==> src/rtl/cc_chan_pkg.sv <==
package cc_chan_pkg;

    typedef enum logic [1:0] {
        ADDR_FLAGS  = 2'd0,
        ADDR_CAP_HI = 2'd1,
        ADDR_CAP_LO = 2'd2,
        ADDR_NONE   = 2'd3
    } chan_addr_e;

    localparam int FLAG_BIT_CAP = 0;
    localparam int FLAG_BIT_OVR = 1;

    typedef struct packed {
        logic ovr;
        logic cap;
    } flag_state_t;

    typedef struct packed {
        logic cap_hit;     // input-mode capture this cycle
        logic cmp_hit;     // output-mode set this cycle
        logic clr_cap_wr;  // write-zero on capture flag
        logic clr_ovr_wr;  // write-zero on overcapture flag
        logic clr_cap_rd;  // low-byte read side effect
    } chan_evt_t;

endpackage

==> src/rtl/cc_chan_decode.sv <==
module cc_chan_decode
    import cc_chan_pkg::*;
#(
    parameter int CNT_W = 16
) (
    input  logic             in_mode_i,
    input  logic             cap_evt_i,
    input  logic             gen_i,
    input  logic [CNT_W-1:0] cnt_i,
    input  logic [CNT_W-1:0] cmp_val_i,
    input  logic [1:0]       bus_addr_i,
    input  logic             bus_wr_i,
    input  logic             bus_rd_i,
    input  logic [1:0]       flag_wbits_i,
    output chan_evt_t        evt_o
);

    logic sel_flags;
    logic sel_lo;

    always_comb begin
        sel_flags        = (chan_addr_e'(bus_addr_i) == ADDR_FLAGS);
        sel_lo           = (chan_addr_e'(bus_addr_i) == ADDR_CAP_LO);
        evt_o.cap_hit    = in_mode_i & (cap_evt_i | gen_i);
        evt_o.cmp_hit    = ~in_mode_i & ((cnt_i == cmp_val_i) | gen_i);
        evt_o.clr_cap_wr = bus_wr_i & sel_flags & ~flag_wbits_i[FLAG_BIT_CAP];
        evt_o.clr_ovr_wr = bus_wr_i & sel_flags & ~flag_wbits_i[FLAG_BIT_OVR];
        evt_o.clr_cap_rd = bus_rd_i & sel_lo;
    end

endmodule

==> src/rtl/cc_chan_flags.sv <==
module cc_chan_flags
    import cc_chan_pkg::*;
(
    input  logic        clk,
    input  logic        rst_n,
    input  chan_evt_t   evt_i,
    output flag_state_t flags_o
);

    flag_state_t flags_d, flags_q;

    always_comb begin
        flags_d = flags_q;
        if (evt_i.clr_cap_wr || evt_i.clr_cap_rd)
            flags_d.cap = 1'b0;
        if (evt_i.cap_hit || evt_i.cmp_hit)
            flags_d.cap = 1'b1;
        if (evt_i.clr_ovr_wr)
            flags_d.ovr = 1'b0;
        if (evt_i.cap_hit && flags_q.cap)
            flags_d.ovr = 1'b1;
    end

    always_ff @(posedge clk) begin
        if (!rst_n) flags_q <= '0;
        else        flags_q <= flags_d;
    end

    assign flags_o = flags_q;

    AST_SET_BEATS_CLEAR: assert property (@(posedge clk) disable iff (!rst_n)
        (evt_i.cap_hit || evt_i.cmp_hit) |=> flags_q.cap);

    AST_OVR_NEEDS_PENDING: assert property (@(posedge clk) disable iff (!rst_n)
        (!(evt_i.cap_hit && flags_q.cap) && !flags_q.ovr) |=> !flags_q.ovr);

    AST_LO_READ_CLEARS: assert property (@(posedge clk) disable iff (!rst_n)
        (evt_i.clr_cap_rd && !evt_i.cap_hit && !evt_i.cmp_hit) |=> !flags_q.cap);

    AST_OVR_WRITE_ONE_KEEPS: assert property (@(posedge clk) disable iff (!rst_n)
        (!evt_i.clr_ovr_wr && flags_q.ovr) |=> flags_q.ovr);

endmodule

==> src/rtl/cc_chan_capreg.sv <==
module cc_chan_capreg #(
    parameter int CNT_W = 16
) (
    input  logic             clk,
    input  logic             rst_n,
    input  logic             load_i,
    input  logic [CNT_W-1:0] cnt_i,
    output logic [CNT_W-1:0] cap_o
);

    logic [CNT_W-1:0] cap_d, cap_q;

    always_comb begin
        cap_d = load_i ? cnt_i : cap_q;
    end

    always_ff @(posedge clk) begin
        if (!rst_n) cap_q <= '0;
        else        cap_q <= cap_d;
    end

    assign cap_o = cap_q;

    AST_CAPTURE_LOADS: assert property (@(posedge clk) disable iff (!rst_n)
        load_i |=> (cap_q == $past(cnt_i)));

endmodule

==> src/rtl/cc_chan_top.sv <==
module cc_chan_top
    import cc_chan_pkg::*;
#(
    parameter int BUS_W = 8,
    parameter int CNT_W = 2 * BUS_W
) (
    input  logic             clk,
    input  logic             rst_n,
    input  logic [CNT_W-1:0] cnt_i,
    input  logic [CNT_W-1:0] cmp_val_i,
    input  logic             in_mode_i,
    input  logic             cap_evt_i,
    input  logic             gen_i,
    input  logic             irq_en_i,
    input  logic [1:0]       bus_addr_i,
    input  logic             bus_wr_i,
    input  logic             bus_rd_i,
    input  logic [BUS_W-1:0] bus_wdata_i,
    output logic [BUS_W-1:0] bus_rdata_o,
    output logic             cap_flag_o,
    output logic             ovr_flag_o,
    output logic             irq_o
);

    localparam int PAD_W = BUS_W - 2;

    chan_evt_t        evt;
    flag_state_t      flags;
    logic [CNT_W-1:0] cap_val;

    cc_chan_decode #(.CNT_W(CNT_W)) u_decode (
        .in_mode_i    (in_mode_i),
        .cap_evt_i    (cap_evt_i),
        .gen_i        (gen_i),
        .cnt_i        (cnt_i),
        .cmp_val_i    (cmp_val_i),
        .bus_addr_i   (bus_addr_i),
        .bus_wr_i     (bus_wr_i),
        .bus_rd_i     (bus_rd_i),
        .flag_wbits_i (bus_wdata_i[1:0]),
        .evt_o        (evt)
    );

    cc_chan_flags u_flags (
        .clk     (clk),
        .rst_n   (rst_n),
        .evt_i   (evt),
        .flags_o (flags)
    );

    cc_chan_capreg #(.CNT_W(CNT_W)) u_capreg (
        .clk    (clk),
        .rst_n  (rst_n),
        .load_i (evt.cap_hit),
        .cnt_i  (cnt_i),
        .cap_o  (cap_val)
    );

    always_comb begin
        case (chan_addr_e'(bus_addr_i))
            ADDR_FLAGS:  bus_rdata_o = {{PAD_W{1'b0}}, flags.ovr, flags.cap};
            ADDR_CAP_HI: bus_rdata_o = cap_val[CNT_W-1 -: BUS_W];
            ADDR_CAP_LO: bus_rdata_o = cap_val[BUS_W-1:0];
            default:     bus_rdata_o = '0;
        endcase
    end

    assign cap_flag_o = flags.cap;
    assign ovr_flag_o = flags.ovr;
    assign irq_o      = flags.cap & irq_en_i;

    AST_OUT_MODE_HOLDS_CAPTURE: assert property (@(posedge clk) disable iff (!rst_n)
        !in_mode_i |=> $stable(cap_val));

    AST_MATCH_SETS_FLAG: assert property (@(posedge clk) disable iff (!rst_n)
        (!in_mode_i && cnt_i == cmp_val_i) |=> cap_flag_o);

    AST_NO_OVR_IN_OUTPUT: assert property (@(posedge clk) disable iff (!rst_n)
        (!in_mode_i && !ovr_flag_o) |=> !ovr_flag_o);

endmodule

==> config.mk <==
export PLATFORM = sky130hd
export DESIGN_NAME = cc_chan_top
export DESIGN_NICKNAME = d
export VERILOG_FILES = /design/src/rtl/cc_chan_pkg.sv /design/src/rtl/cc_chan_decode.sv /design/src/rtl/cc_chan_flags.sv /design/src/rtl/cc_chan_capreg.sv /design/src/rtl/cc_chan_top.sv
export SDC_FILE = /design/constraint.sdc
export NUM_CORES = 1
export LEC_CHECK = 0
export BUFFER_PORTS_ARGS = -buffer_cell sky130_fd_sc_hd__buf_4
export CORE_ASPECT_RATIO = 0.7
export CORE_MARGIN = 4
export CORE_UTILIZATION = 44
export CTS_CLUSTER_SIZE = 12
export DETAILED_ROUTE_END_ITERATION = 8
export PLACE_DENSITY = 0.87
export SKIP_LAST_GASP = 1
export SLEW_MARGIN = 20
export SYNTH_ARGS = -nofsm -noshare
export SYNTH_HDL_FRONTEND = slang
export SYNTH_SLANG_ARGS = --single-unit
==> constraint.sdc <==
create_clock -name clk -period 3.2 [get_ports clk]
set_clock_uncertainty 0.15 [all_clocks]
set_input_delay 0.48 -clock clk [delete_from_list [all_inputs] [get_ports clk]]
set_output_delay 0.48 -clock clk [all_outputs]
set_load 0.005 [all_outputs]
# Word-level counts from Yosys, hierarchy flattened
# Index checks and enable logic that the tools add are counted.
[classes]
eq_ne = 3
n_mux = 5
bitwise_logic = 12
reduce_logical = 6
[ops]
columns = ["operator", "count"]
rows = [
  ["case mux 8 bit (3 select lines)", 1],
  ["equality test 16 bit", 1],
  ["bitwise AND 1 bit", 7],
  ["two-way mux 1 bit", 4],
  ["nonzero test 2 bit", 2],
  ["inverter 1 bit", 3],
  ["equality test 2 x 1 -> 1 bit (second input constant)", 1],
  ["equality test 2 bit (second input constant)", 1],
  ["logical NOT 2 bit", 1],
  ["logical OR 1 bit", 2],
  ["OR 1 bit", 2],
  ["logical AND 1 bit", 1],
]
[totals]
ff_bits = 18
in_bits = 50
out_inout_bits = 11
word_cells = 29

# Logic depth before layout (Yosys ltp)
# Gate-level depths: netlist of run 1.
[depth]
depth_word = 6
depth_mapped = 5

# Modules after synthesis
# Synthesis of run 1 repeated with hierarchy kept, for this count alone.
[unflattened]
cells_unflattened = 100
area_unflattened_um2 = 1022.2
[modules_own_cells]
columns = ["mod", "instances", "cells_each", "area_each_um2"]
rows = [
  ["cc_chan_capreg", 1, 51, 615.6],
  ["cc_chan_decode", 1, 28, 215.2],
  ["cc_chan_top", 1, 14, 117.6],
  ["cc_chan_flags", 1, 7, 73.8],
]

# Worst setup path before layout of run 1
# OpenSTA, ideal clock, no wires.
[synth_path]
kind = "input to output"
startpoint = "input port bus_addr_i[1]"
endpoint = "output port bus_rdata_o[2]"
arrival_time_ns = 0.979
required_time_ns = 2.570
slack_ns = 1.591
cell_stages = 3
path_buffers = 1
cell_sequence = "nor2b_1 > clkbuf_1 > a22o_1"
[synth_between]
elab_chain_cells = 2
elab_cells_between_ends = 4
[synth_lines]
columns = ["element", "line", "text"]
rows = [
  ["from (decl)", "cc_chan_top.sv:15", "input logic [1:0] bus_addr_i,"],
  ["equality test 2 bit (tied with other cells)", "cc_chan_top.sv:60", "case (chan_addr_e'(bus_addr_i))"],
  ["case mux 8 bit (3 select lines) (*)", "cc_chan_top.sv:60", ""],
  ["to (decl)", "cc_chan_top.sv:19", "output logic [BUS_W-1:0] bus_rdata_o,"],
]
# Mark *: on every way between the ends. The rest lies on a longest branch, timed or not.

# Worst setup path in the final report of run 1
[layout_path]
startpoint = "input port bus_addr_i[0]"
endpoint = "output port bus_rdata_o[1]"
# Same word-level chain as after synthesis.

==> results.tsv, run 1 <==
metric	value	unit
synth.distinct_cells	22	
postRouteAntennaNets	0	
tightest_slew	0.644	ns
die_h	46.8	um
die_area	0.00297	mm2
synth-seq-cells	18	
grt_max_degree	20	
pwr-share-seq	52.0	%
routed_via_density	5.27	
fp.dieW	63.5	um
final_max_slew_viol_count	0	
finalWeightedCongestion	0.759	
clk_path_buf_depth	2	
clk_latency	0.28	ns
start_util	48.5	%
dp.cells	191	
io_pins	61	
clock_sinks	18	
path_cells	buf_4 > nor2b_1 > nand2_1 > o21ai_0 > buf_4	
grt_usage	17.9	%
seqCellArea	360	um2
p_switching	123	uW
crit_top_cell	buf_4	
netlist_area	947	um2
first_global_vias	952	
hold_viol_final	0	
wl	2650	um
vias	1022	
num-nets-final	224	
areaGrowthSynthToFinish	46.1	%
slew_headroom	57.0	%
grt_pass1_wl	4110	um
power.share.clock	22.3	%
drv_cap	0	
cp-end-kind	output pin	
synth_cells	120	
p_leak	0.000631	uW
power	470	uW
critPathLaunchType	primary input	
slowest_delay	0.50	ns
internal_power	347	uW
crit_path_max_fanout	8	
finalCritPeriodShare	66.7	%
cts-resized-gates	0	
first_iter_violations	44	
powerDensity	340	mW/mm2
fill_cells	165	
drive_gt1_share	34.3	%
p_comb_share	25.7	%
crit_arrival	1.51	ns
drc	0	
final.setup.tns	0	ns
mostFrequentLayoutCells	buf_4 (54), nand2_1 (36), a21oi_1 (18), dfxtp_1 (18), xor2_1 (16)	
hpwl	2130	um
setup_viol	0	
post_cts_buffers	0	
mostFrequentLayoutCell	buf_4	
synth_area_per_cell	7.89	um2
cts_tree	yes	
hp-class	primary input to flop	
yosysSeqAreaShare	38.0	%
row_count	13	
wl_per_cell	13.7	um
cts-htree-levels	1	
design.core.area	0.00195	mm2
hold_buffers	0	
synth_nets	170	
cts_buffers	3	
critPathRequiredTime	2.57	ns
grt_overflow	0	
max_freq	468	MHz
antenna_found_initial	0	
yosys_warnings	0	
criticalPathCategory	primary input to output pin	
rsz0062_at_grt	false	
critPathTopFamily	simple AND/OR/NAND/NOR gates	
clk_pin_slew	0.09	ns
status	complete, no violations	
p_sw_share	26.1	%
final_cell_area	0.00138	mm2
postPlaceCellArea	0.00136	mm2
ir_drop	201	uV
cp.buffers_inverters	2	
slowest_stage	nor2b_1	
portBuffers	54	
n_antenna_cell	0	
fin_cells	194	
multi_input_area	561	um2
min_period	2.14	ns
r2r_setup_slack	2.15	ns
clockRootBuffer	clkbuf_4	
first_pass_iters	4	
==> path summary, 6_finish.rpt <==
check | from | cells after the start | endpoint
worst min register to register | u_capreg.cap_o[8]$_SDFFE_PN0N_ | 2 | u_capreg.cap_o[8]$_SDFFE_PN0N_
worst min-delay path | in_mode_i | 2 | u_flags.flags_o[0]$_SDFFE_PN0P_
worst max register to register | u_flags.flags_o[0]$_SDFFE_PN0P_ | 2 | u_flags.flags_o[0]$_SDFFE_PN0P_
worst max-delay path | bus_addr_i[0] | 5 | bus_rdata_o[1]
==> through the flow <==
stage | hold WS [ns] | util (%) | setup slack [ns]
3_5_place_dp | 0.298 | 69.6 | 1.08
2_1_floorplan | 0.286 | - | 1.59
6_report | 0.253 | 70.9 | 1.06
3_3_place_gp | 0.292 | 69.6 | 1.13
4_1_cts | 0.240 | 70.7 | 1.08
5_1_grt | 0.251 | 70.9 | 0.914
==> layout make-up <==
| class | count | area share (%) |
|---|---|---|
| inverter | 2 | 0.542 |
| tap | 22 | 1.99 |
| clock buffer | 3 | 1.63 |
| multi-input combinational | 95 | 40.5 |
| sequential | 18 | 26.0 |
| timing repair buffer | 54 | 29.3 |
==> cells by family (layout without fill, tap and decap cells) <==
family	after synthesis	in the layout	synth area share (%)
and+or+nand+nor	45	45	20.5
AOI/OAI and AO/OA	32	32	21.4
DFF	18	18	38.0
xor gates and xnor gates	16	16	14.8
buffers and inverters	7	59	3.17
muxes	2	2	2.11
==> state kept, by name (all words and copies together), names as in the netlist <==
signal,flops
u_capreg.cap_o,16
u_flags.flags_o,2
==> power by group through the flow <==
| stage | clock network (uW) | registers (uW) | logic, uW |
|---|---|---|---|
| finish | 105 | 245 | 121 |
| global route | 116 | 247 | 133 |
| CTS | 108 | 245 | 120 |
| detailed placement | 0 | 250 | 119 |
| global placement | 0 | 249 | 116 |
| floorplan | 0 | 248 | 51.5 |
==> cells in the mapped netlist <==
master / count / area share, %
nor4_1: 4 / 2.6
dfxtp_1: 18 / 38
clkinv_1: 1 / 0.40
inv_1: 1 / 0.40
clkbuf_1: 2 / 0.79
o21ai_0: 2 / 1.1
a211oi_2: 1 / 1.3
buf_2: 3 / 1.6
xor2_1: 16 / 15
nor2b_1: 2 / 1.3
nand4_1: 1 / 0.66
mux2i_1: 2 / 2.1
a22o_1: 6 / 5.5
o41ai_1: 1 / 0.92
a21oi_1: 18 / 9.5
o21a_1: 1 / 0.79
and2_1: 1 / 0.66
or3b_1: 1 / 0.92
a21o_1: 1 / 0.79
a221oi_1: 1 / 0.92
nand2_1: 36 / 14
o21ai_1: 1 / 0.53
==> metal layers <==
| metal | GRT usage [%] | vias to the layer above | part of all wire, % | wire, um |
|---|---|---|---|---|
| met5 | 0 | - | 0 | 0 |
| met3 | 5.98 | 2 | 9.3 | 247 |
| met1 | 21.6 | 455 | 41 | 1090 |
| met4 | 6.44 | 0 | 0.38 | 10 |
| met2 | 30.7 | 49 | 49 | 1300 |
| li1 | - | 516 | - | - |
Note: power is estimated with default switching activity, not from simulation.
==> inputs of run 2 (changes only) <==
Settings changed: CORE_UTILIZATION 44 to 41, PLACE_DENSITY 0.87 to 0.82.
Clock period 3.2 ns to 2.2 ns, I/O delays scaled along.
==> run 2 against run 1 <==
Compared with the run above:
- clock-buffer cell count stayed put
- sequential power is 45% higher
- routed wire length increased by 0.87%
- final area is 1.7% higher
- non-clock buffer count grew 2
- critical path type unchanged
- critical endpoint is now bus_rdata_o[3]
==> results.tsv, run 2 (same netlist as run 1, synthesis figures left out) <==
metric	value	unit
clk_latency	0.29	ns
slew_headroom	56.5	%
num-nets-final	226	
first_iter_violations	45	
mostFrequentLayoutCells	buf_4 (56), nand2_1 (36), a21oi_1 (18), dfxtp_1 (18), xor2_1 (16)	
slowest_stage	nor2b_1	
wl	2670	um
max_freq	584	MHz
critPathRequiredTime	1.72	ns
cts_tree	yes	
cts-resized-gates	0	
clockRootBuffer	clkbuf_4	
cts_buffers	3	
fp.dieW	65.4	um
cp.buffers_inverters	2	
multi_input_area	557	um2
hp-class	primary input to flop	
row_count	14	
slowest_delay	0.43	ns
clock_sinks	18	
vias	1013	
path_cells	buf_4 > nor2b_1 > a22o_1 > buf_4	
crit_path_max_fanout	6	
drive_gt1_share	34.5	%
drv_cap	0	
finalCritPeriodShare	77.9	%
p_leak	0.000640	uW
cp-end-kind	output pin	
status	complete, no violations	
criticalPathCategory	primary input to output pin	
routed_via_density	4.92	
finalWeightedCongestion	0.784	
setup_viol	0	
areaGrowthSynthToFinish	48.6	%
grt_pass1_wl	4010	um
critPathTopFamily	simple AND/OR/NAND/NOR gates	
tightest_slew	0.653	ns
fill_cells	197	
ir_drop	294	uV
hold_buffers	0	
seqCellArea	360	um2
hpwl	2110	um
first_pass_iters	4	
crit_top_cell	buf_4	
cts-htree-levels	1	
grt_overflow	0	
final_max_slew_viol_count	0	
antenna_found_initial	0	
critPathLaunchType	primary input	
die_area	0.00316	mm2
wl_per_cell	13.0	um
clk_pin_slew	0.09	ns
min_period	1.71	ns
clk_path_buf_depth	2	
postPlaceCellArea	0.00139	mm2
final.setup.tns	0	ns
rsz0062_at_grt	false	
drc	0	
crit_arrival	1.23	ns
mostFrequentLayoutCell	buf_4	
final_cell_area	0.00141	mm2
hold_viol_final	0	
first_global_vias	927	
die_h	48.2	um
largest_register_ffs	16	
portBuffers	54	
grt_max_degree	20	
n_antenna_cell	0	
grt_usage	16.7	%
io_pins	61	
start_util	43.6	%
powerDensity	492	mW/mm2
postRouteAntennaNets	0	
design.core.area	0.00217	mm2
post_cts_buffers	0	
[run 2: cell types whose count changed in the layout (fill, tap and decap cells not counted)]
cell	change
o21ai_2	-1
o21ai_1	+1
buf_4	+2
[run 2: layer usage]
layer | GRT usage [%] | up-vias | routed length, um
met5 | 0 | - | 0
met1 | 20.4 | 464 | 1140
met2 | 28.8 | 32 | 1320
met3 | 6.22 | 0 | 214
met4 | 4.13 | 0 | 0
li1 | - | 517 | -
[run 2: final cells by class]
cell class / count / area share (%)
timing repair buffer: 56 / 29.9
multi-input combinational: 95 / 39.6
tap: 32 / 2.84
inverter: 2 / 0.533
clock buffer: 3 / 1.60
sequential: 18 / 25.6
[run 2: worst paths after layout]
path,slack (ns),to,start,cells after the start
worst max-delay path,0.49,bus_rdata_o[3],bus_addr_i[0],4
worst min-delay path,0.09,u_flags.flags_o[0]$_SDFFE_PN0P_,in_mode_i,2
worst max register to register,1.15,u_flags.flags_o[0]$_SDFFE_PN0P_,u_flags.flags_o[0]$_SDFFE_PN0P_,2
worst min register to register,0.31,u_capreg.cap_o[7]$_SDFFE_PN0N_,u_capreg.cap_o[7]$_SDFFE_PN0N_,2
[run 2: stage by stage]
step	power [uW]	instances	hold slack, ns	utilization, %	setup WS (ns)
finish	693	206	0.0927	64.8	0.487
global route	731	206	0.0892	64.8	0.414
floorplan	436	120	0.286	-	0.762
global placement	535	203	0.293	63.8	0.471
detailed placement	541	203	0.298	63.8	0.444
CTS	698	206	0.0907	64.8	0.513
[run 2: where the power goes]
| part | switching (uW) | internal [uW] | total, uW | leakage [uW] |
|---|---|---|---|---|
| clock network | 95.3 | 63.7 | 159 | 0.0000138 |
| logic | 78.3 | 99.3 | 178 | 0.000478 |
| registers | 11.4 | 345 | 356 | 0.000148 |
| total | 185 | 508 | 693 | 0.000640 |
==> inputs of run 3 (changes only) <==
Settings changed: ABC_AREA set to 1, CORE_UTILIZATION 41 to 43.
Clock period 2.2 ns to 1.7 ns, I/O delays scaled along.
==> run 3 against run 2 <==
Compared with the run above:
- sequential share of layout area fell by 2.1 points
- non-clock buffer count fell by 2
- routed wire length rose by 4.9%
- core utilization rose by 3.2 points
- first-iteration DRC count rose by 16%
- sequential cell count did not move
- die area rose by 6.8%
- largest cell class unchanged
- power rose by 42%
- highest routed layer unchanged
- clock power rose by 67%
- final area rose by 9.2%
==> results.tsv, run 3 <==
metric	value	unit
first_iter_violations	52	
clock_sinks	18	
mostFrequentLayoutCell	nand2_1	
critPathTopFamily	simple AND/OR/NAND/NOR gates	
crit_top_cell	buf_4	
critPathLaunchType	primary input	
cts_tree	yes	
p_leak	0.000912	uW
start_util	47.5	%
netlist_top_cells_count	nand2_1 (66), inv_1 (38), a21oi_1 (18), dfxtp_1 (18), o21ai_0 (17)	
synth_most_common_cell	nand2_1	
grt_pass1_wl	4640	um
rsz0062_at_grt	false	
min_period	1.51	ns
areaGrowthSynthToFinish	43.3	%
setup_viol	0	
num-nets-final	290	
wl_per_cell	10.3	um
vias	1227	
design.core.area	0.00226	mm2
yosys.area.top_type	dfxtp_1	
p_switching	270	uW
power.share.clock	26.9	%
synth_edf_count	0	
largest_register_ffs	16	
critPathRequiredTime	1.29	ns
hpwl	2230	um
drv_cap	0	
synth_area_per_cell	5.80	um2
synth-seq-cells	18	
clockRootBuffer	clkbuf_4	
finalWeightedCongestion	0.732	
antenna_found_initial	0	
first_global_vias	1080	
clk_path_buf_depth	2	
crit_arrival	1.11	ns
yosys_most_used_dff	dfxtp_1	
postRouteAntennaNets	0	
cp-end-kind	output pin	
finalCritPeriodShare	89.0	%
path_cells	buf_4 > nor2_1 > a22o_1 > buf_4	
ir_drop	432	uV
grt_usage	18.1	%
io_pins	61	
wl	2800	um
yosysSeqAreaShare	33.6	%
grt_overflow	0	
mostFrequentLayoutCells	nand2_1 (66), buf_4 (54), inv_1 (38)	
n_antenna_cell	0	
synth_cells	185	
criticalPathCategory	primary input to output pin	
pwr-share-seq	47.9	%
drc	0	
hold_viol_final	0	
slowest_delay	0.39	ns
hp-class	primary input to flop	
cts-resized-gates	0	
cts-htree-levels	1	
yosys-top-cells-area	dfxtp_1 (34%), nand2_1 (23%), inv_1 (13%)	
crit_path_max_fanout	8	
synth_top_area_share	33.6	%
synth_nets	235	
cts_buffers	3	
drive_gt1_share	24.3	%
status	complete, no violations	
p_sw_share	27.3	%
synth.distinct_cells	14	
row_count	14	
whs	0.0593	ns
cp.buffers_inverters	2	
post_cts_buffers	0	
netlist_area	0.00107	mm2
die_h	49.8	um
async_flop_share	0	%
slew_headroom	46.1	%
hold_buffers	0	
final_max_slew_viol_count	0	
max_freq	661	MHz
tightest_slew	0.807	ns
internal_power	717	uW
final.setup.tns	0	ns
die_area	0.00337	mm2
p_comb_share	25.2	%
slowest_stage	nor2_1	
first_pass_iters	5	
clk_latency	0.30	ns
fp.dieW	67.7	um
portBuffers	54	
powerDensity	642	mW/mm2
grt_max_degree	35	
routed_via_density	4.53	
yosys_warnings	0	
clk_pin_slew	0.10	ns
## run 3: changes by cell type in the layout (fill, tap and decap cells not counted), sizes merged, moves of 4 or more
cell,delta
inv,+37
nand2,+30
xor2,-16
o21ai,+15
nor2,+12
nor4,-4
## run 3: final timing paths
| check | slack [ns] | cells past startpoint | end | from |
|---|---|---|---|---|
| setup / recovery | 0.19 | 4 | bus_rdata_o[4] | bus_addr_i[1] |
| hold / removal | 0.06 | 3 | u_capreg.cap_o[15]$_SDFFE_PN0N_ | cnt_i[15] |
| setup reg to reg | 0.78 | 2 | u_flags.flags_o[0]$_SDFFE_PN0P_ | u_flags.flags_o[0]$_SDFFE_PN0P_ |
| hold reg to reg | 0.36 | 2 | u_flags.flags_o[1]$_SDFFE_PN0P_ | u_flags.flags_o[1]$_SDFFE_PN0P_ |
## run 3: power by group through the flow
stage	logic [uW]	clock network, uW	registers [uW]
floorplan	119	0	476
global placement	243	0	481
detailed placement	248	0	481
CTS	251	270	472
global route	285	295	476
finish	249	265	472
## run 3: metrics by stage
stage / util (%) / cell area [um2] / worst slack (ns) / power (uW) / instances
floorplan: - / 1070 / 0.518 / 595 / 185
detailed placement: 66.4 / 1500 / 0.158 / 730 / 267
CTS: 68.0 / 1540 / 0.186 / 993 / 271
finish: 68.0 / 1540 / 0.187 / 986 / 271
global route: 68.0 / 1540 / 0.0840 / 1060 / 271
global placement: 66.4 / 1500 / 0.184 / 725 / 267
## run 3: tightest hold or removal path: stages
cell and delay (ns):
buf_4 0.08, inv_1 0.04, a21oi_1 0.10
## run 3: layer usage
metal  share of wire [%]  GRT usage (%)
met1                  48           25.6
met2                  43           26.5
met3                 9.1           6.36
met4                   0           3.03
met5                   0              0
## run 3: cell families (layout without fill, tap and decap cells)
group / after synthesis / count (layout) / share of synthesized area (%)
DFF: 18 / 18 / 33.6
and+or+nand+nor: 81 / 81 / 28.8
AOI/OAI and AO/OA: 43 / 43 / 22.3
buffers and inverters: 43 / 97 / 15.3
## run 3: area by class of cell
type	instances	area [um2]
inverters	39	146
well taps	32	40.0
fillers	243	723
flip-flops and latches	18	360
repair buffers	54	405
multi-input cells	124	548
clock buffers	4	36.3
